## src/rtl/flash_seq_pkg.sv

```systemverilog
package flash_seq_pkg;
  localparam logic [7:0] OP_RD_ARRAY  = 8'hFF;
  localparam logic [7:0] OP_RD_STATUS = 8'h70;
  localparam logic [7:0] OP_CLR_STAT  = 8'h50;
  localparam logic [7:0] OP_BUF_SETUP = 8'hE8;
  localparam logic [7:0] OP_PGM_A     = 8'h40;
  localparam logic [7:0] OP_PGM_B     = 8'h10;
  localparam logic [7:0] OP_ERASE     = 8'h20;
  localparam logic [7:0] OP_CONFIRM   = 8'hD0;
  localparam logic [7:0] OP_SUSPEND   = 8'hB0;
  localparam logic [7:0] OP_LOCK_SET  = 8'h60;
  localparam logic [7:0] OP_LOCK_ONE  = 8'h01;

  typedef enum logic [3:0] {
    S_IDLE, S_BUF_CNT, S_BUF_DATA, S_BUF_CONF, S_PGM_DATA,
    S_ERS_CONF, S_LOCK_CONF, S_RUN, S_DRAIN
  } seq_state_e;

  typedef enum logic [1:0] {RM_ARRAY, RM_STATUS, RM_BUFAV} rd_mode_e;
endpackage

```

## src/rtl/flash_busy_timer.sv

```systemverilog
module flash_busy_timer #(
  parameter int CYC = 8
) (
  input  logic clk_i,
  input  logic rst_ni,
  input  logic clr_i,
  input  logic run_i,
  output logic done_o
);
  localparam int CW = $clog2(CYC + 1);
  logic [CW-1:0] cnt_q;

  assign done_o = run_i && (cnt_q == CW'(CYC - 1));

  always_ff @(posedge clk_i or negedge rst_ni) begin
    if (!rst_ni)     cnt_q <= '0;
    else if (clr_i)  cnt_q <= '0;
    else if (run_i)  cnt_q <= cnt_q + CW'(1);
  end
endmodule

```

## src/rtl/flash_lock_bits.sv

```systemverilog
module flash_lock_bits #(
  parameter int NBLK  = 4,
  parameter int IDX_W = 2
) (
  input  logic             clk_i,
  input  logic             rst_ni,
  input  logic             set_i,
  input  logic             clr_i,
  input  logic [IDX_W-1:0] idx_i,
  output logic [NBLK-1:0]  lock_o
);
  for (genvar b = 0; b < NBLK; b++) begin : g_blk
    always_ff @(posedge clk_i or negedge rst_ni) begin
      if (!rst_ni)                              lock_o[b] <= 1'b0;
      else if (clr_i)                           lock_o[b] <= 1'b0;
      else if (set_i && idx_i == IDX_W'(b))     lock_o[b] <= 1'b1;
    end
  end
endmodule

```

## src/rtl/flash_store.sv

```systemverilog
module flash_store #(
  parameter int ADDR_W = 5
) (
  input  logic              clk_i,
  input  logic              rst_ni,
  input  logic              we_i,
  input  logic [ADDR_W-1:0] waddr_i,
  input  logic [15:0]       wdata_i,
  input  logic [1:0]        wmask_i,
  input  logic [ADDR_W-1:0] raddr_i,
  output logic [15:0]       rdata_o
);
  localparam int WORDS = 1 << ADDR_W;
  logic [15:0] mem_q [WORDS];

  assign rdata_o = mem_q[raddr_i];

  always_ff @(posedge clk_i or negedge rst_ni) begin
    if (!rst_ni) begin
      for (int i = 0; i < WORDS; i++) mem_q[i] <= 16'hFFFF;
    end else if (we_i) begin
      for (int l = 0; l < 2; l++)
        if (wmask_i[l]) mem_q[waddr_i][l*8 +: 8] <= wdata_i[l*8 +: 8];
    end
  end
endmodule

```

## src/rtl/flash_cmd_seq.sv

```systemverilog
module flash_cmd_seq
  import flash_seq_pkg::*;
#(
  parameter int ADDR_W       = 5,
  parameter int BLK_W        = 3,
  parameter int BUSY_CYC     = 8,
  parameter int CNT_MAX_BYTE = 31,
  parameter int CNT_MAX_WORD = 15
) (
  input  logic                                clk_i,
  input  logic                                rst_ni,
  input  logic                                wr_en_i,
  input  logic [ADDR_W-1:0]                   addr_i,
  input  logic [15:0]                         wdata_i,
  input  logic                                byte_mode_i,
  output logic [15:0]                         rdata_o,
  output logic                                busy_o,
  output logic [7:0]                          status_o,
  output logic [(1<<(ADDR_W-BLK_W))-1:0]      lock_o
);
  localparam int BI_W      = ADDR_W - BLK_W;
  localparam int NBLK      = 1 << BI_W;
  localparam int BLK_WORDS = 1 << BLK_W;
  localparam int BUF_D     = CNT_MAX_BYTE + 1;
  localparam int IDX_W     = $clog2(BUF_D);

  typedef struct packed {
    logic [ADDR_W-1:0] addr;
    logic [15:0]       data;
  } buf_ent_t;

  seq_state_e state_q, state_d;
  rd_mode_e   rmode_q, rmode_d;
  logic susp_q, susp_d, seq_err_q, seq_err_d, lock_err_q, lock_err_d;
  logic erase_q, erase_d, bm_q, bm_d, hit_q, hit_d;
  logic [IDX_W-1:0] cnt_q, cnt_d, idx_q, idx_d, last_idx;
  logic [BI_W-1:0]  eblk_q, eblk_d;
  buf_ent_t buf_q [BUF_D];
  logic buf_we;
  logic [IDX_W-1:0] buf_widx;

  logic [7:0]       op;
  logic [BI_W-1:0]  wr_blk;
  logic             wr_locked, eng_run, tmr_done;
  logic             lk_set, lk_clr;
  logic             st_we;
  logic [ADDR_W-1:0] st_waddr;
  logic [15:0]      st_wdata, st_rdata;
  logic [1:0]       st_wmask;
  int               cnt_lim;

  assign op        = wdata_i[7:0];  // upper byte never decoded
  assign wr_blk    = addr_i[ADDR_W-1:BLK_W];
  assign wr_locked = lock_o[wr_blk];
  assign cnt_lim   = byte_mode_i ? CNT_MAX_BYTE : CNT_MAX_WORD;
  assign eng_run   = (state_q == S_RUN) || (state_q == S_DRAIN);
  assign busy_o    = eng_run && !susp_q;
  assign status_o  = {!busy_o, susp_q, seq_err_q, lock_err_q, 4'b0000};
  assign last_idx  = erase_q ? IDX_W'(BLK_WORDS - 1) : cnt_q;

  flash_busy_timer #(.CYC(BUSY_CYC)) u_timer (
    .clk_i, .rst_ni,
    .clr_i (state_q != S_RUN),
    .run_i (state_q == S_RUN && !susp_q),
    .done_o(tmr_done)
  );

  flash_lock_bits #(.NBLK(NBLK), .IDX_W(BI_W)) u_locks (
    .clk_i, .rst_ni, .set_i(lk_set), .clr_i(lk_clr), .idx_i(wr_blk), .lock_o
  );

  assign st_we    = (state_q == S_DRAIN) && !susp_q;
  assign st_waddr = erase_q ? {eblk_q, idx_q[BLK_W-1:0]} : buf_q[idx_q].addr;
  assign st_wdata = erase_q ? 16'hFFFF : buf_q[idx_q].data;
  assign st_wmask = (bm_q && !erase_q) ? 2'b01 : 2'b11;

  flash_store #(.ADDR_W(ADDR_W)) u_store (
    .clk_i, .rst_ni, .we_i(st_we), .waddr_i(st_waddr), .wdata_i(st_wdata),
    .wmask_i(st_wmask), .raddr_i(addr_i), .rdata_o(st_rdata)
  );

  always_ff @(posedge clk_i) begin
    if (buf_we) buf_q[buf_widx] <= '{addr: addr_i, data: wdata_i};
  end

  always_comb begin
    state_d = state_q;  rmode_d = rmode_q;  susp_d = susp_q;
    seq_err_d = seq_err_q;  lock_err_d = lock_err_q;
    erase_d = erase_q;  bm_d = bm_q;  hit_d = hit_q;
    cnt_d = cnt_q;  idx_d = idx_q;  eblk_d = eblk_q;
    buf_we = 1'b0;  buf_widx = idx_q;  lk_set = 1'b0;  lk_clr = 1'b0;
    unique case (state_q)
      S_IDLE: if (wr_en_i) begin
        unique case (op)
          OP_RD_ARRAY:  rmode_d = RM_ARRAY;
          OP_RD_STATUS: rmode_d = RM_STATUS;
          OP_CLR_STAT:  begin seq_err_d = 1'b0; lock_err_d = 1'b0; end
          OP_BUF_SETUP: begin state_d = S_BUF_CNT;   rmode_d = RM_BUFAV;  end
          OP_PGM_A,
          OP_PGM_B:     begin state_d = S_PGM_DATA;  rmode_d = RM_STATUS; end
          OP_ERASE:     begin state_d = S_ERS_CONF;  rmode_d = RM_STATUS; end
          OP_LOCK_SET:  begin state_d = S_LOCK_CONF; rmode_d = RM_STATUS; end
          default: ;
        endcase
      end
      S_BUF_CNT: if (wr_en_i) begin
        if (int'(op) > cnt_lim) begin
          seq_err_d = 1'b1; state_d = S_IDLE; rmode_d = RM_STATUS;
        end else begin
          cnt_d = op[IDX_W-1:0]; idx_d = '0; hit_d = 1'b0;
          bm_d = byte_mode_i; state_d = S_BUF_DATA;
        end
      end
      S_BUF_DATA: if (wr_en_i) begin
        buf_we = 1'b1;
        hit_d  = hit_q | wr_locked;
        if (idx_q == cnt_q) state_d = S_BUF_CONF;
        else                idx_d   = idx_q + IDX_W'(1);
      end
      S_BUF_CONF: if (wr_en_i) begin
        rmode_d = RM_STATUS; state_d = S_IDLE;
        if (op != OP_CONFIRM) seq_err_d = 1'b1;
        else if (hit_q)       lock_err_d = 1'b1;
        else begin state_d = S_RUN; erase_d = 1'b0; idx_d = '0; end
      end
      S_PGM_DATA: if (wr_en_i) begin
        rmode_d = RM_STATUS; buf_we = 1'b1; buf_widx = '0;
        if (wr_locked) begin lock_err_d = 1'b1; state_d = S_IDLE; end
        else begin
          state_d = S_RUN; erase_d = 1'b0; cnt_d = '0; idx_d = '0; bm_d = byte_mode_i;
        end
      end
      S_ERS_CONF: if (wr_en_i) begin
        rmode_d = RM_STATUS; state_d = S_IDLE;
        if (op != OP_CONFIRM) seq_err_d = 1'b1;
        else if (wr_locked)   lock_err_d = 1'b1;
        else begin state_d = S_RUN; erase_d = 1'b1; eblk_d = wr_blk; idx_d = '0; end
      end
      S_LOCK_CONF: if (wr_en_i) begin
        state_d = S_IDLE;
        if (op == OP_LOCK_ONE)     lk_set = 1'b1;
        else if (op == OP_CONFIRM) lk_clr = 1'b1;
        else                       seq_err_d = 1'b1;
      end
      S_RUN, S_DRAIN: begin
        if (wr_en_i) begin
          if (susp_q) begin
            if (op == OP_CONFIRM)        begin susp_d = 1'b0; rmode_d = RM_STATUS; end
            else if (op == OP_RD_ARRAY)  rmode_d = RM_ARRAY;
            else if (op == OP_RD_STATUS) rmode_d = RM_STATUS;
          end else if (op == OP_SUSPEND) begin
            susp_d = 1'b1; rmode_d = RM_STATUS;
          end
        end
        if (state_q == S_RUN && tmr_done) begin
          state_d = S_DRAIN; idx_d = '0;
        end else if (state_q == S_DRAIN && !susp_q) begin
          if (idx_q == last_idx) begin state_d = S_IDLE; susp_d = 1'b0; end
          else idx_d = idx_q + IDX_W'(1);
        end
      end
      default: state_d = S_IDLE;
    endcase
  end

  always_ff @(posedge clk_i or negedge rst_ni) begin
    if (!rst_ni) begin
      state_q <= S_IDLE;  rmode_q <= RM_ARRAY;  susp_q <= 1'b0;
      seq_err_q <= 1'b0;  lock_err_q <= 1'b0;  erase_q <= 1'b0;
      bm_q <= 1'b0;  hit_q <= 1'b0;  cnt_q <= '0;  idx_q <= '0;  eblk_q <= '0;
    end else begin
      state_q <= state_d;  rmode_q <= rmode_d;  susp_q <= susp_d;
      seq_err_q <= seq_err_d;  lock_err_q <= lock_err_d;  erase_q <= erase_d;
      bm_q <= bm_d;  hit_q <= hit_d;  cnt_q <= cnt_d;  idx_q <= idx_d;  eblk_q <= eblk_d;
    end
  end

  always_comb begin
    if (busy_o) rdata_o = 16'h0000;
    else begin
      unique case (rmode_q)
        RM_ARRAY:  rdata_o = byte_mode_i ? {8'h00, st_rdata[7:0]} : st_rdata;
        RM_STATUS: rdata_o = {8'h00, status_o};
        default:   rdata_o = 16'h0080;
      endcase
    end
  end
endmodule

```

## config.mk

```make
export PLATFORM = sky130hd
export DESIGN_NAME = flash_cmd_seq
export DESIGN_NICKNAME = d
export VERILOG_FILES = /design/src/rtl/flash_seq_pkg.sv /design/src/rtl/flash_busy_timer.sv /design/src/rtl/flash_lock_bits.sv /design/src/rtl/flash_store.sv /design/src/rtl/flash_cmd_seq.sv
export SDC_FILE = /design/constraint.sdc
export NUM_CORES = 1
export LEC_CHECK = 0
export ABC_AREA = 0
export BUFFER_PORTS_ARGS = -buffer_cell sky130_fd_sc_hd__buf_2
export CAP_MARGIN = 0
export CORE_AREA = 4 4 349 351
export DETAILED_ROUTE_END_ITERATION = 6
export DIE_AREA = 0 0 353 355
export PLACE_DENSITY = 0.72
export SYNTH_ARGS = -nofsm -noshare
export SYNTH_HDL_FRONTEND = slang
export SYNTH_HIERARCHICAL = 1
export SYNTH_SLANG_ARGS = --single-unit
```

## constraint.sdc

```tcl
create_clock -name clk_i -period 4 [get_ports clk_i]
set_clock_uncertainty 0.2 [all_clocks]
set_input_delay 0.6 -clock clk_i [delete_from_list [all_inputs] [get_ports clk_i]]
set_output_delay 0.6 -clock clk_i [all_outputs]
set_load 0.02 [all_outputs]
```

==> out/qor.csv <==
stage,metric,value,unit
layout,share of layout cells above drive strength 1,53.4,%
outcome,status,finished clean,
die,row count,127,
logic_synthesis,ys flop type,edfxtp_1,
sta,Final Hold Fails,0,
power_and_ir_drop,PwrDens,488,nW/µm²
logic_synthesis,top-area cell type share of the netlist area,37.9,%
routing,DRC violations left,0,
cts,Bufs on Longest Clock Path,3,
layout,Reg area,34400,µm²
setup_path,CP Cell Sequence,buf_12 -> mux4_2 -> mux4_2 -> mux2i_1 -> o21ai_0 -> buf_4 -> nand3b_1 -> buf_4 -> nor2_2 -> mux2_2,
logic_synthesis,"EDFF count, synth",672,
global_route,total gr overflow,0,
placed_design,I/O Buffers,49,
logic_synthesis,Async SR Flop Fraction,44.7,%
sta,Period minus WS final,3870,ps
global_route,first-pass GRT wire length,193,mm
logic_synthesis,average size of a mapped cell,17.2,µm²
die,die area,125000,µm²
routing,DRT iter0 DRCs,2670,
hold_path,critical hold path startpoint,byte_mode_i,
setup_path,Worst EP arrival,4290,ps
die,Starting Density,44.7,%
power_and_ir_drop,Pwr Total,0.0296,W
cts,Num CTS Buffers,120,
global_route,total track usage,20.4,%
placed_design,post-DP HPWL,80.2,mm
setup_path,Critical Path Max Stage Delay,550,ps
die,area of the core,119000,µm²
global_route,largest net degree at the start of global routing,93,
routing,WL/cell,26.1,µm
layout,most frequent cells in the layout,"edfxtp_1 (672), dfstp_2 (512), mux2_2 (492)",
global_route,initial antenna violation count,7,
cts,"Clk pin slew, worst setup/hold paths",60,ps
setup_path,"Buf+Inv Stages, Crit Path",3,
logic_synthesis,post-synth top area cell,edfxtp_1,
setup_path,R2R cell count,10,
layout,Filler Cell Count,9508,
setup_path,CP required,4430,ps
logic_synthesis,synth unique cells,82,
setup_path,CP top delay family,multiplexers,
placed_design,Final GP Congestion,0.816,
setup_path,critical path launch point,idx_q[0]$_DFFE_PN0P_,
setup_path,Critical R2R Launch,idx_q[0]$_DFFE_PN0P_,
sta,FMAX,259,MHz
die,Die X,353,µm
sta,max-slew violation count,0,
hold_path,Hold Path Depth,2,
cts,H-tree depth,3,
logic_synthesis,sequential fraction of the synthesis area,64.7,%
setup_path,Critical Path Fanout Max,17,
setup_path,critical path's slowest cell,mux4_2,
routing,First-pass DRT Iterations,5,
global_route,vias in the first global route,29624,
cts,clk sinks,1216,
setup_path,"Worst Path Class, Setup",flip-flop to flip-flop,
cts,hold_buf cts,0,
setup_path,Stages on worst setup path,10,
routing,Post-DRT Antenna Nets,0,
layout,area grow syn2layout,14.1,%
logic_synthesis,mapped cell area,53200,µm²
layout,multi-input logic area,17800,µm²
cts,CTS root buf,clkbuf_16,
sta,RSZ-0062 raised after global routing,true,
sta,worst hold margin,46.2,ps
power_and_ir_drop,peak supply drop,413,µV
sta,Worst Tran Pin Value,750,ps
routing,Detailed Route WL,129,mm
hold_path,Hold Crit Class,primary input to flip-flop,
sta,setup violators final,0,
power_and_ir_drop,leak pwr,22.5,nW
logic_synthesis,Yosys warnings,6,
setup_path,startpoint types,flip-flop,
routing,DR vias/cell,5.86,
sta,Rel. slew slack,50.0,%
logic_synthesis,Synth area leaders,"edfxtp_1 (38%), dfstp_2 (25%), mux2_2 (10%)",
cts,CTS tree,yes,
logic_synthesis,Syn Inst Count,3093,
sta,crit share post-route,96.7,%
cts,"Clk Latency, worst-skew pair",720,ps
logic_synthesis,Yosys reg bits,1216,
layout,"commonest non-fill, non-tap cell in the layout",edfxtp_1,
setup_path,Worst setup EP type,flip-flop,
die,IO Count,54,
die,Die H,355,µm
routing,routed vias,28863,
run,MaxCap Viol Count,0,
layout,Nets,3302,
## state kept, by name (all words and copies together) (netlist names)
| name | cells |
|---|---|
| u_timer/cnt_q | 4 |
| idx_q | 5 |
| state_q | 4 |
| hit_q | 1 |
| eblk_q | 2 |
| erase_q | 1 |
| u_store/mem_q | 512 |
| seq_err_q | 1 |
| cnt_q | 5 |
| lock_err_q | 1 |
| buf_q | 672 |
| u_locks/lock_o | 4 |
| bm_q | 1 |
| susp_q | 1 |
| rmode_q | 2 |
## repair_timing
action	4_1_cts	5_1_grt
setup buffers	0	5
setup endpoints to repair	0	122
gates resized for setup	0	1
## path summary, 6_finish.rpt
| path | to | slack [ps] |
|---|---|---|
| worst min register to register | eblk_q[0]$_DFFE_PN0P_ | 320 |
| worst max-delay path | u_store/mem_q[136]$_DFFE_PN1P_ | 130 |
| worst min-delay path | bm_q$_DFFE_PN0P_ | 50 |
| worst max register to register | u_store/mem_q[136]$_DFFE_PN1P_ | 130 |
| max in group asynchronous | u_store/mem_q[265]$_DFFE_PN1P_ | 2860 |
| min in group asynchronous | u_store/mem_q[262]$_DFFE_PN1P_ | 90 |
## layer usage
layer  part of all wire (%)  vias to the layer above  GRT usage [%]
li1                       -                    12385              -
met1                     42                    15241           28.7
met2                     49                     1053           33.2
met3                    7.1                      182           3.26
met4                    2.3                        2           5.33
met5                  0.010                        -              0
## metrics by stage
step | util [%] | std cells | setup WS (ps) | area (µm²) | TNS, ps
2_1_floorplan | - | 3098 | 70.9 | 53200 | 0
3_3_place_gp | 47.6 | 4695 | 115 | 56700 | 0
3_5_place_dp | 47.6 | 4695 | 24.1 | 56700 | 0
4_1_cts | 50.9 | 4919 | 21.6 | 60600 | 0
5_1_grt | 51.0 | 4924 | -19.5 | 60700 | -103
6_report | 51.0 | 4925 | 133 | 60700 | 0
## worst reg2reg max path, stage by stage, from the launching register on
cell and delay (ps):
dfrtp_4 500, buf_12 210, mux4_2 560, mux4_2 490, mux2i_1 180, o21ai_0 130, buf_4 210, nand3b_1 290
buf_4 240, nor2_2 380, mux2_2 400
## synth_stat cells (10+ instances only)
library cell and count:
edfxtp_1 672, clkbuf_1 107, nand2b_1 11, nand4_1 19
nor2_8 20, a22o_1 38, a211o_1 16, and2_1 15
nand3b_1 10, a31oi_1 21, o21ai_0 13, nor2b_1 27
a22oi_1 64, mux2_1 12, nand3_1 46, buf_1 16
nand2_2 13, dfstp_2 512, nor2_1 65, nor3_1 33
nand2_1 61, mux4_2 211, a21oi_1 53, nor2_2 18
mux2i_1 264, mux2_2 492, buf_4 22, or3_1 11
mux2_4 17, dfrtp_1 32, buf_2 70, inv_1 10
## cell families after synthesis
kind of cell | count (synthesis) | share of synthesized area (%)
xor+xnor | 7 | 0.115
mux | 996 | 25.0
flops | 1216 | 64.7
fa+ha+maj | 3 | 0.0706
compound gates | 238 | 3.17
other cells | 2 | 0.0141
simple gates | 401 | 4.86
buf+inv | 230 | 2.00
## where the power goes
| part | switching, W | total (W) | internal [W] |
|---|---|---|---|
| Combinational | 0.00281 | 0.00491 | 0.00210 |
| Clock | 0.00475 | 0.0112 | 0.00646 |
| Sequential | 0.0000985 | 0.0135 | 0.0134 |
## layout make-up
class | count | area share [%]
Sequential cell | 1216 | 56.8
Clock buffer | 160 | 5.40
Antenna cell | 1 | 0.00412
Tap cell | 1548 | 3.19
Timing Repair Buffer | 274 | 4.12
Inverter | 10 | 0.0619
Multi-Input combinational cell | 1652 | 29.4
Clock inverter | 64 | 1.07
Note: power is estimated with default switching activity, not from simulation.
